<file path="config.mk">
export PLATFORM = sky130hd
export DESIGN_NAME = cpu_irq_presenter
export DESIGN_NICKNAME = d
export VERILOG_FILES = /design/src/rtl/irqp_pkg.sv /design/src/rtl/irqp_ipi_check.sv /design/src/rtl/irqp_cmd_stage.sv /design/src/rtl/irqp_offer_stage.sv /design/src/rtl/cpu_irq_presenter.sv
export SDC_FILE = /design/constraint.sdc
export NUM_CORES = 1
export LEC_CHECK = 0
export BUFFER_PORTS_ARGS = -buffer_cell sky130_fd_sc_hd__buf_4
export CAP_MARGIN = 20
export CORE_MARGIN = 1
export CORE_UTILIZATION = 46
export CTS_CLUSTER_DIAMETER = 120
export DETAILED_ROUTE_END_ITERATION = 12
export PLACE_DENSITY_LB_ADDON = 0.3
export RECOVER_POWER = 100
export REMOVE_ABC_BUFFERS = 1
export SLEW_MARGIN = 5
export SYNTH_ARGS = -nofsm -noshare
export SYNTH_HDL_FRONTEND = slang
export SYNTH_SLANG_ARGS = --single-unit
</file>
<file path="constraint.sdc">
create_clock -name clk -period 6.4 [get_ports clk]
set_input_delay 1.28 -clock clk [delete_from_list [all_inputs] [get_ports clk]]
set_output_delay 1.28 -clock clk [all_outputs]
set_load 0.005 [all_outputs]
</file>
<file path="src/rtl/irqp_pkg.sv">
package irqp_pkg;
  localparam int PRIO_W = 8;
  localparam logic [PRIO_W-1:0] PRIO_NONE = '1;

  typedef enum logic [1:0] {
    OP_ACCEPT   = 2'd0,
    OP_EOI      = 2'd1,
    OP_SET_CPPR = 2'd2,
    OP_SET_IPI  = 2'd3
  } irqp_op_e;
endpackage

</file>
<file path="src/rtl/irqp_ipi_check.sv">
module irqp_ipi_check import irqp_pkg::*; #(
  parameter int SRC_W = 24
) (
  input  logic              want,
  input  logic [SRC_W-1:0]  held_src,
  input  logic [PRIO_W-1:0] held_prio,
  input  logic [PRIO_W-1:0] ipi_level,
  input  logic              held_owned,
  output logic              present,
  output logic              bump
);
  logic busy;
  assign busy    = held_src != '0;
  // a held interrupt at least as favored as the IPI keeps its place
  assign present = want && !(busy && (held_prio <= ipi_level));
  assign bump    = present && busy && held_owned;
endmodule

</file>
<file path="src/rtl/irqp_cmd_stage.sv">
module irqp_cmd_stage import irqp_pkg::*; #(
  parameter int SRC_W   = 24,
  parameter int IPI_SRC = 2,
  localparam int WORD_W = PRIO_W + SRC_W
) (
  input  logic              cmd_valid,
  input  irqp_op_e          cmd_op,
  input  logic [WORD_W-1:0] cmd_data,
  input  logic [PRIO_W-1:0] cur_cppr,
  input  logic [SRC_W-1:0]  cur_xisr,
  input  logic [PRIO_W-1:0] cur_pp,
  input  logic [PRIO_W-1:0] cur_mfrr,
  input  logic              cur_owned,
  output logic [PRIO_W-1:0] nxt_cppr,
  output logic [SRC_W-1:0]  nxt_xisr,
  output logic [PRIO_W-1:0] nxt_pp,
  output logic [PRIO_W-1:0] nxt_mfrr,
  output logic              nxt_owned,
  output logic              rej_fire,
  output logic [SRC_W-1:0]  rej_src,
  output logic              eoi_fire,
  output logic [SRC_W-1:0]  eoi_src,
  output logic              resend_fire,
  output logic              acc_fire,
  output logic [WORD_W-1:0] acc_word
);
  logic [PRIO_W-1:0] new_prio, eoi_prio;
  logic [PRIO_W-1:0] s1_cppr, s1_pp, s1_mfrr;
  logic [SRC_W-1:0]  s1_xisr;
  logic              s1_owned;
  logic              drop_fire, ipi_want, ipi_present, ipi_bump, has_pend;

  assign new_prio = cmd_data[PRIO_W-1:0];
  assign eoi_prio = cmd_data[WORD_W-1 -: PRIO_W];
  assign eoi_src  = cmd_data[SRC_W-1:0];
  assign acc_word = {cur_cppr, cur_xisr};
  assign has_pend = cur_xisr != '0;

  // first step: the command's own effect
  always_comb begin
    s1_cppr     = cur_cppr;
    s1_xisr     = cur_xisr;
    s1_pp       = cur_pp;
    s1_mfrr     = cur_mfrr;
    s1_owned    = cur_owned;
    drop_fire   = 1'b0;
    eoi_fire    = 1'b0;
    resend_fire = 1'b0;
    acc_fire    = 1'b0;
    ipi_want    = 1'b0;
    if (cmd_valid) begin
      case (cmd_op)
        OP_ACCEPT: begin
          acc_fire = 1'b1;
          s1_cppr  = cur_pp;
          s1_xisr  = '0;
          s1_pp    = PRIO_NONE;
          s1_owned = 1'b0;
        end
        OP_EOI: begin
          eoi_fire = 1'b1;
          s1_cppr  = eoi_prio;
          if (!has_pend) begin
            resend_fire = 1'b1;
            ipi_want    = cur_mfrr < eoi_prio;
          end
        end
        OP_SET_CPPR: begin
          s1_cppr = new_prio;
          if (new_prio < cur_cppr) begin
            if (has_pend && (new_prio <= cur_pp)) begin
              drop_fire = cur_owned;
              s1_xisr   = '0;
              s1_pp     = PRIO_NONE;
              s1_owned  = 1'b0;
            end
          end else if (!has_pend) begin
            resend_fire = 1'b1;
            ipi_want    = cur_mfrr < new_prio;
          end
        end
        OP_SET_IPI: begin
          s1_mfrr  = new_prio;
          ipi_want = new_prio < cur_cppr;
        end
        default: ;
      endcase
    end
  end

  irqp_ipi_check #(.SRC_W(SRC_W)) ipi_chk_i (
    .want       (ipi_want),
    .held_src   (s1_xisr),
    .held_prio  (s1_pp),
    .ipi_level  (s1_mfrr),
    .held_owned (s1_owned),
    .present    (ipi_present),
    .bump       (ipi_bump)
  );

  // second step: inter-processor presentation
  always_comb begin
    nxt_cppr  = s1_cppr;
    nxt_xisr  = s1_xisr;
    nxt_pp    = s1_pp;
    nxt_mfrr  = s1_mfrr;
    nxt_owned = s1_owned;
    rej_fire  = drop_fire;
    rej_src   = cur_xisr;
    if (ipi_present) begin
      if (ipi_bump) begin
        rej_fire = 1'b1;
        rej_src  = s1_xisr;
      end
      nxt_xisr  = SRC_W'(IPI_SRC);
      nxt_pp    = s1_mfrr;
      nxt_owned = 1'b0;
    end
  end
endmodule

</file>
<file path="src/rtl/irqp_offer_stage.sv">
module irqp_offer_stage import irqp_pkg::*; #(
  parameter int SRC_W = 24
) (
  input  logic              offer_valid,
  input  logic [SRC_W-1:0]  offer_src,
  input  logic [PRIO_W-1:0] offer_prio,
  input  logic [PRIO_W-1:0] in_cppr,
  input  logic [SRC_W-1:0]  in_xisr,
  input  logic [PRIO_W-1:0] in_pp,
  input  logic              in_owned,
  output logic              take,
  output logic              refuse,
  output logic [SRC_W-1:0]  nxt_xisr,
  output logic [PRIO_W-1:0] nxt_pp,
  output logic              nxt_owned,
  output logic              bump_fire,
  output logic [SRC_W-1:0]  bump_src
);
  logic busy;
  assign busy      = in_xisr != '0;
  assign refuse    = offer_valid &&
                     ((offer_prio >= in_cppr) || (busy && (in_pp <= offer_prio)));
  assign take      = offer_valid && !refuse;
  assign bump_fire = take && busy && in_owned;
  assign bump_src  = in_xisr;
  assign nxt_xisr  = take ? offer_src  : in_xisr;
  assign nxt_pp    = take ? offer_prio : in_pp;
  assign nxt_owned = take ? 1'b1       : in_owned;
endmodule

</file>
<file path="src/rtl/cpu_irq_presenter.sv">
module cpu_irq_presenter import irqp_pkg::*; #(
  parameter int SRC_W   = 24,
  parameter int IPI_SRC = 2
) (
  input  logic                     clk,
  input  logic                     rst,
  input  logic                     offer_valid,
  input  logic [SRC_W-1:0]         offer_src,
  input  logic [PRIO_W-1:0]        offer_prio,
  output logic                     offer_take,
  output logic                     offer_refuse,
  input  logic                     cmd_valid,
  input  logic [1:0]               cmd_op,
  input  logic [PRIO_W+SRC_W-1:0]  cmd_data,
  output logic                     rsp_valid,
  output logic [PRIO_W+SRC_W-1:0]  rsp_word,
  output logic                     irq_out,
  output logic [PRIO_W+SRC_W-1:0]  pend_word,
  output logic [PRIO_W-1:0]        ipi_prio,
  output logic                     rej_valid,
  output logic [SRC_W-1:0]         rej_src,
  output logic                     eoi_valid,
  output logic [SRC_W-1:0]         eoi_src,
  output logic                     resend_req
);
  localparam int WORD_W = PRIO_W + SRC_W;

  logic [PRIO_W-1:0] cppr_q, pp_q, mfrr_q;
  logic [SRC_W-1:0]  xisr_q;
  logic              owned_q;

  logic [PRIO_W-1:0] c_cppr, c_pp, c_mfrr;
  logic [SRC_W-1:0]  c_xisr, c_rej_src, c_eoi_src;
  logic              c_owned, c_rej, c_eoi, c_resend, c_acc;
  logic [WORD_W-1:0] c_acc_word;

  logic [SRC_W-1:0]  o_xisr, o_bump_src;
  logic [PRIO_W-1:0] o_pp;
  logic              o_owned, o_take, o_refuse, o_bump;

  irqp_cmd_stage #(.SRC_W(SRC_W), .IPI_SRC(IPI_SRC)) cmd_i (
    .cmd_valid   (cmd_valid),
    .cmd_op      (irqp_op_e'(cmd_op)),
    .cmd_data    (cmd_data),
    .cur_cppr    (cppr_q),
    .cur_xisr    (xisr_q),
    .cur_pp      (pp_q),
    .cur_mfrr    (mfrr_q),
    .cur_owned   (owned_q),
    .nxt_cppr    (c_cppr),
    .nxt_xisr    (c_xisr),
    .nxt_pp      (c_pp),
    .nxt_mfrr    (c_mfrr),
    .nxt_owned   (c_owned),
    .rej_fire    (c_rej),
    .rej_src     (c_rej_src),
    .eoi_fire    (c_eoi),
    .eoi_src     (c_eoi_src),
    .resend_fire (c_resend),
    .acc_fire    (c_acc),
    .acc_word    (c_acc_word)
  );

  // offer is judged after the command has been applied
  irqp_offer_stage #(.SRC_W(SRC_W)) offer_i (
    .offer_valid (offer_valid),
    .offer_src   (offer_src),
    .offer_prio  (offer_prio),
    .in_cppr     (c_cppr),
    .in_xisr     (c_xisr),
    .in_pp       (c_pp),
    .in_owned    (c_owned),
    .take        (o_take),
    .refuse      (o_refuse),
    .nxt_xisr    (o_xisr),
    .nxt_pp      (o_pp),
    .nxt_owned   (o_owned),
    .bump_fire   (o_bump),
    .bump_src    (o_bump_src)
  );

  always_ff @(posedge clk) begin
    if (rst) begin
      cppr_q       <= '0;
      xisr_q       <= '0;
      pp_q         <= PRIO_NONE;
      mfrr_q       <= PRIO_NONE;
      owned_q      <= 1'b0;
      irq_out      <= 1'b0;
      offer_take   <= 1'b0;
      offer_refuse <= 1'b0;
      rsp_valid    <= 1'b0;
      rsp_word     <= '0;
      rej_valid    <= 1'b0;
      rej_src      <= '0;
      eoi_valid    <= 1'b0;
      eoi_src      <= '0;
      resend_req   <= 1'b0;
    end else begin
      cppr_q       <= c_cppr;
      xisr_q       <= o_xisr;
      pp_q         <= o_pp;
      mfrr_q       <= c_mfrr;
      owned_q      <= o_owned;
      irq_out      <= o_xisr != '0;
      offer_take   <= o_take;
      offer_refuse <= o_refuse;
      rsp_valid    <= c_acc;
      rsp_word     <= c_acc ? c_acc_word : '0;
      rej_valid    <= c_rej || o_bump;
      rej_src      <= c_rej ? c_rej_src : (o_bump ? o_bump_src : '0);
      eoi_valid    <= c_eoi;
      eoi_src      <= c_eoi ? c_eoi_src : '0;
      resend_req   <= c_resend;
    end
  end

  assign pend_word = {cppr_q, xisr_q};
  assign ipi_prio  = mfrr_q;
endmodule

</file>
# Word-level counts from Yosys, hierarchy flattened
# Index checks and enable logic that the tools add are counted.
[classes]
magnitude_cmp = 7
eq_ne = 3
mux = 44
bitwise_logic = 3
n_reduce_logical = 22
[op_table]
columns = ["cell", "n"]
rows = [
  ["24-bit two-way mux", 9],
  ["24-bit nonzero test", 4],
  ["8-bit two-way mux", 8],
  ["24-bit one-hot mux with 2 select lines", 1],
  ["8-bit less-or-equal comparator", 3],
  ["8-bit < comparator", 3],
  ["8-bit one-hot mux with 3 select lines", 1],
  ["1-bit two-way mux", 21],
  ["8-bit one-hot mux with 2 select lines", 1],
  ["1-bit logical AND", 10],
  ["8-bit greater-or-equal comparator", 1],
  ["2-bit OR reduction", 3],
  ["2-bit == test, second input constant", 2],
  ["1-bit one-hot mux with 2 select lines", 2],
  ["1-bit NOT", 3],
  ["1-bit one-hot mux with 3 select lines", 1],
  ["2-bit by 1-bit == test with 1-bit output, second input constant", 1],
  ["1-bit logical NOT", 2],
  ["2-bit logical NOT", 1],
  ["1-bit logical OR", 2],
]
[word_totals]
register_bits = 136
in_bits = 70
output_inout_bits = 127
word_cells = 94

# Logic depth before layout (Yosys ltp)
[logic_depth]
depth_word = 21
mapped_depth = 26
ltp_nobuf = 23

# Hierarchy
# From an unflattened synthesis, not the netlist that was laid out.
[unflattened]
hier_cells = 907
area_unflattened_um2 = 7920.1
[modules_own_cells]
columns = ["mod", "n_inst", "cells_per_inst", "area_each_um2", "seq_area_each_um2"]
rows = [
  ["cpu_irq_presenter", 1, 326, 3923.8, 2722.6],
  ["irqp_cmd_stage", 1, 409, 2546.2, 0.0],
  ["irqp_offer_stage", 1, 131, 1147.4, 0.0],
  ["irqp_ipi_check", 1, 41, 302.8, 0.0],
]

# Least setup slack after synthesis
# OpenSTA, ideal clock, no wires.
[synth_timing]
kind = "input -> register"
startpoint = "input cmd_data[1]"
endpoint = "register xisr_q[10]"
setup_ns = 0.059
t_arrival_ns = 6.310
t_required_ns = 6.341
path_slack_ns = 0.032
path_stages = 23
n_path_buf = 2
cell_sequence = "ha_1 a2111oi_4 o31ai_4 o41ai_2 nor2_1 inv_1 ha_1 nand3_1 o21bai_1 a31o_2 a21oi_1 a2bb2oi_2 buf_4 mux2i_1 ha_1 a21o_1 a21oi_1 a21boi_0 o31ai_1 o31ai_4 a2111oi_2 buf_6 a22o_1"
[synth_via]
elab_chain_len = 18
word_cells_on_any_way = 36
cone_classes = "order compare: 6; mux: 19; reduce/logical: 11"
[synth_lines]
columns = ["element", "line_no", "rtl"]
rows = [
  ["start: declaration", "cpu_irq_presenter.sv:14", "input logic [PRIO_W+SRC_W-1:0] cmd_data,"],
  ["8-bit less-or-equal comparator", "irqp_cmd_stage.sv:71", "if (has_pend && (new_prio <= cur_pp)) begin"],
  ["1-bit logical AND", "irqp_cmd_stage.sv:71", ""],
  ["8-bit two-way mux or 24-bit two-way mux (tied branches)", "irqp_cmd_stage.sv:71", ""],
  ["8-bit two-way mux or 24-bit two-way mux (tied branches)", "irqp_cmd_stage.sv:70", "if (new_prio < cur_cppr) begin"],
  ["8-bit one-hot mux with 2 select lines or 24-bit one-hot mux with 2 select lines (tied branches)", "irqp_cmd_stage.sv:52", "case (cmd_op)"],
  ["8-bit two-way mux or 24-bit two-way mux (tied branches)", "irqp_cmd_stage.sv:51", "if (cmd_valid) begin"],
  ["8-bit less-or-equal comparator or 24-bit nonzero test (tied branches)", "irqp_ipi_check.sv:15, irqp_ipi_check.sv:13", ""],
  ["1-bit logical AND", "irqp_ipi_check.sv:15", "assign present = want && !(busy && (held_prio <= ipi_level));"],
  ["[2 not listed]", "n/a", ""],
  ["8-bit two-way mux or 24-bit two-way mux (tied branches)", "irqp_cmd_stage.sv:110", "if (ipi_present) begin"],
  ["8-bit less-or-equal comparator or 24-bit nonzero test (tied branches)", "irqp_offer_stage.sv:22, irqp_offer_stage.sv:20", ""],
  ["1-bit logical AND", "irqp_offer_stage.sv:22", "((offer_prio >= in_cppr) || (busy && (in_pp <= offer_prio)));"],
  ["1-bit logical OR", "irqp_offer_stage.sv:22", ""],
  ["1-bit logical AND", "irqp_offer_stage.sv:21", "assign refuse = offer_valid &&"],
  ["1-bit logical NOT", "irqp_offer_stage.sv:23", "assign take = offer_valid && !refuse;"],
  ["1-bit logical AND", "irqp_offer_stage.sv:23", ""],
  ["24-bit two-way mux *", "irqp_offer_stage.sv:26", "assign nxt_xisr = take ? offer_src : in_xisr;"],
  ["end signal: assignment", "cpu_irq_presenter.sv:101", "xisr_q <= o_xisr;"],
  ["end: declaration", "cpu_irq_presenter.sv:29", "logic [SRC_W-1:0] xisr_q;"],
]
# Mark *: on every way between the ends. The rest lies on a longest branch, timed or not.
# A chain may end at the register's enable or synchronous reset.

# Worst setup path in the final report
[layout_timing]
startpoint = "input cmd_data[1]"
endpoint = "register xisr_q[15]"
# Same word-level chain as after synthesis.

==> results.md <==
- Cell variety after synth: between 50 and 60
- Final #Nets: approximately 930
- CTS Buffer Depth: 2
- Number of remaining DRC errors: 0
- Largest net degree at the start of global routing: 60
- Fin. Hold Viols: 0
- Clock power frac: 41.1%
- Final Setup Violations: 0
- Critical Path AT: 6430 ps
- Leak: 0.00391 uW
- Number of global-route vias before repair: 5,168
- Clock slew at reported path FFs: 60 ps
- Status: finished with violations
- Via count: 5,429
- Slew of the pin with the lowest slew margin: between 3000 and 4000 ps
- Worst Setup Path Type: in -> reg
- Dpl ws: -55.6 ps
- Top-area cell type share of the netlist area: 44.5%
- Flop pwr share: between 30% and 40%
- First-pass GRT wire length: 27,900 um
- GPL Wtd Cong: 0.972
- Die H: 117 um
- Slew Limit Fails: around 140
- Most area-hungry cell type in the Yosys netlist: dfxtp_1
- H-tree Lvls: 4
- NetSw: between 600 and 700 uW
- Peak supply drop: 0.158 mV
- Ranking of synthesized cells by area: dfxtp_1 (45%), ha_1 (12%), and3_1 (5.9%)
- CTS Hold Buffers Added: 0
- Achievable frequency: 165 MHz
- Port Buffers: 196
- Setup TNS Final: 0 ps
- Sw frac: 27.8%
- FP Rows: a little over 40
- Total gr overflow: 0
- Inserted Diodes: 0
- Synth Cell Area: 6120 um^2
- Synth-to-Final Area Change: 34.8%
- Routed vias/inst: 5.52
- Final HPWL DP: roughly 14,000 um
- CTS tree: done
- Commonest cells post-synth: dfxtp_1 (136), and3_1 (58), ha_1 (58)
- Main synth FF type: dfxtp_1
- Total global routing track utilization: 26.1%
- Mapped Cells: 598
- Worst Path Max Fanout: 23
- Cell Int Power: 1690 uW
- Num CTS Buffers: 17
- Die span in x: between 100 and 150 um
- Clock skew: between 10 and 15 ps
- Final WS setup: 336 ps
- Yosys reg bits: roughly 140
- Worst EP required: 6770 ps
- Worst Hold Class: reg -> reg
- Later-pin clock latency in the skew report: around 420 ps
- Share of post-route cells with drive strength above 1: roughly 30%
- Total Routed Length: 18,000 um
- RSZ-0062 raised after global routing: false
- FFs w/ async S/R, synth: 0%
- Relative slew slack: -105%
- MaxCap Viol Count: 3
- Register area share after synthesis: 44.5%
- Dpl cell area: 7820 um^2
- Synth Area per Inst: 10.2 um^2
- Initial DRC Count: ~570
- Synth Warn #: 0
- Initial antenna violation count: 0
- Failing checks: max-capacitance violations, max-slew violations
- Tmin final: approximately 6100 ps
- Drt first pass iters: 7
- Layout Cells excl Fill: 983
- Sink Count: 136
- Post-CTS resize count: 0
- Starting Density: 47.9%
- IO Pins: 197
- Count leader, synth: dfxtp_1
- Die area: between 10,000 and 15,000 um^2
- Final instance area: 8250 um^2
- Post-CTS Setup Inserts: 0
- Number of cells after detailed placement: between 900 and 1,000
- Crit share post-route: 94.8%
- PwrDens: roughly 280 nW/um^2
- Comb pwr share: approximately a fifth
- Post-synth EDFFs: 0
- CP Launch Type: input port
- DR WL/cell: 18.3 um
- Crit end category: register
- Placeable Area: between 10,000 and 15,000 um^2
- Clock Tree Root: clkbuf_16
- Post-route ant nets: 0
==> cell usage in the layout, fill, tap and decap left out, drive strengths merged, types with 2 or more instances in the layout <==
master      n
nand2      11
dfxtp     136
a21o        4
buf        81
inv        51
o21ai       9
nand3       6
a21oi      22
o21a        4
o31a        2
ha         58
nor2       35
a221oi      2
bufinv      2
nor3       14
a22o       24
clkinv      4
nor4       13
o211ai      3
a2bb2oi     2
and2        3
nand2b     13
nor2b       7
a222oi      8
nand4       6
o31ai       3
o2111ai     2
nor3b      27
a211o       7
a211oi      5
mux2i      15
clkinvlp    3
clkbuf    154
and3       58
a2111oi     2
==> path summary, 6_finish.rpt <==
kind / start / end / cells past startpoint / slack [ps]
worst min register to register: cppr_q[5] / rsp_word[29] / 1 / 520
worst max register to register: xisr_q[12] / xisr_q[15] / 25 / 800
worst min-delay path: cppr_q[5] / rsp_word[29] / 1 / 520
worst max-delay path: cmd_data[1] / xisr_q[15] / 26 / 340
==> per-layer routing <==
layer	track usage, %	routed length [um]
met5	0	0
met4	9.98	373
met3	7.00	1290
met2	42.5	8750
met1	32.8	7610
==> registers in the layout, indices dropped and copies added (netlist names), 8 cells and up <==
signal and flops:
rsp_word 32, eoi_src 24, rej_src 24, xisr_q 24, cppr_q 8, ipi_prio 8
pp_q 8
==> cells by family (layout without fill, tap and decap cells) <==
logic type | count (synthesis) | in the layout | share of synthesized area, %
DFF | 136 | 136 | 44.5
adders and majority gates | 58 | 58 | 11.9
muxes | 16 | 16 | 2.64
and+or+nand+nor | 196 | 196 | 20.3
buffers and inverters | 82 | 295 | 5.75
AOI/OAI and AO/OA | 110 | 110 | 14.9
==> final cells by class <==
type | count | area (um^2)
flip-flops and latches | 136 | 2720
fillers | 1025 | 4530
multi-input cells | 380 | 2980
inverters | 50 | 188
clock buffers | 20 | 467
well taps | 172 | 215
clock inverters | 10 | 119
repair buffers | 215 | 1550
==> worst max-delay path: stages <==
cell,delay [ps]
buf_4,150
ha_1,330
a2111oi_4,410
o31ai_4,110
o41ai_2,300
buf_4,210
nor2_1,70
inv_1,70
ha_1,150
nand3_1,120
o21bai_1,180
a31o_2,230
a21oi_1,150
a2bb2oi_2,230
buf_4,150
mux2i_1,260
ha_1,290
a21o_1,180
a21oi_1,170
a21boi_0,110
o31ai_1,230
buf_4,160
o31ai_4,110
a2111oi_4,420
buf_12,210
a22o_1,150
==> power groups by stage <==
stage | clock network (uW) | logic, uW | registers (uW)
after floorplan | 0 | 266 | 926
after detailed placement | 0 | 467 | 938
after global routing | 1010 | 495 | 924
after CTS | 978 | 472 | 920
final | 961 | 458 | 921
after global placement | 0 | 452 | 937
==> through the flow <==
stage	total power (uW)	util [%]	hold WS, ps
3_3_place_gp	1390	61.2	508
4_1_cts	2370	65.8	519
5_1_grt	2430	64.6	541
2_1_floorplan	1190	-	503
6_report	2340	64.6	517
3_5_place_dp	1400	61.2	513
Power figures use the tool's default switching activity.
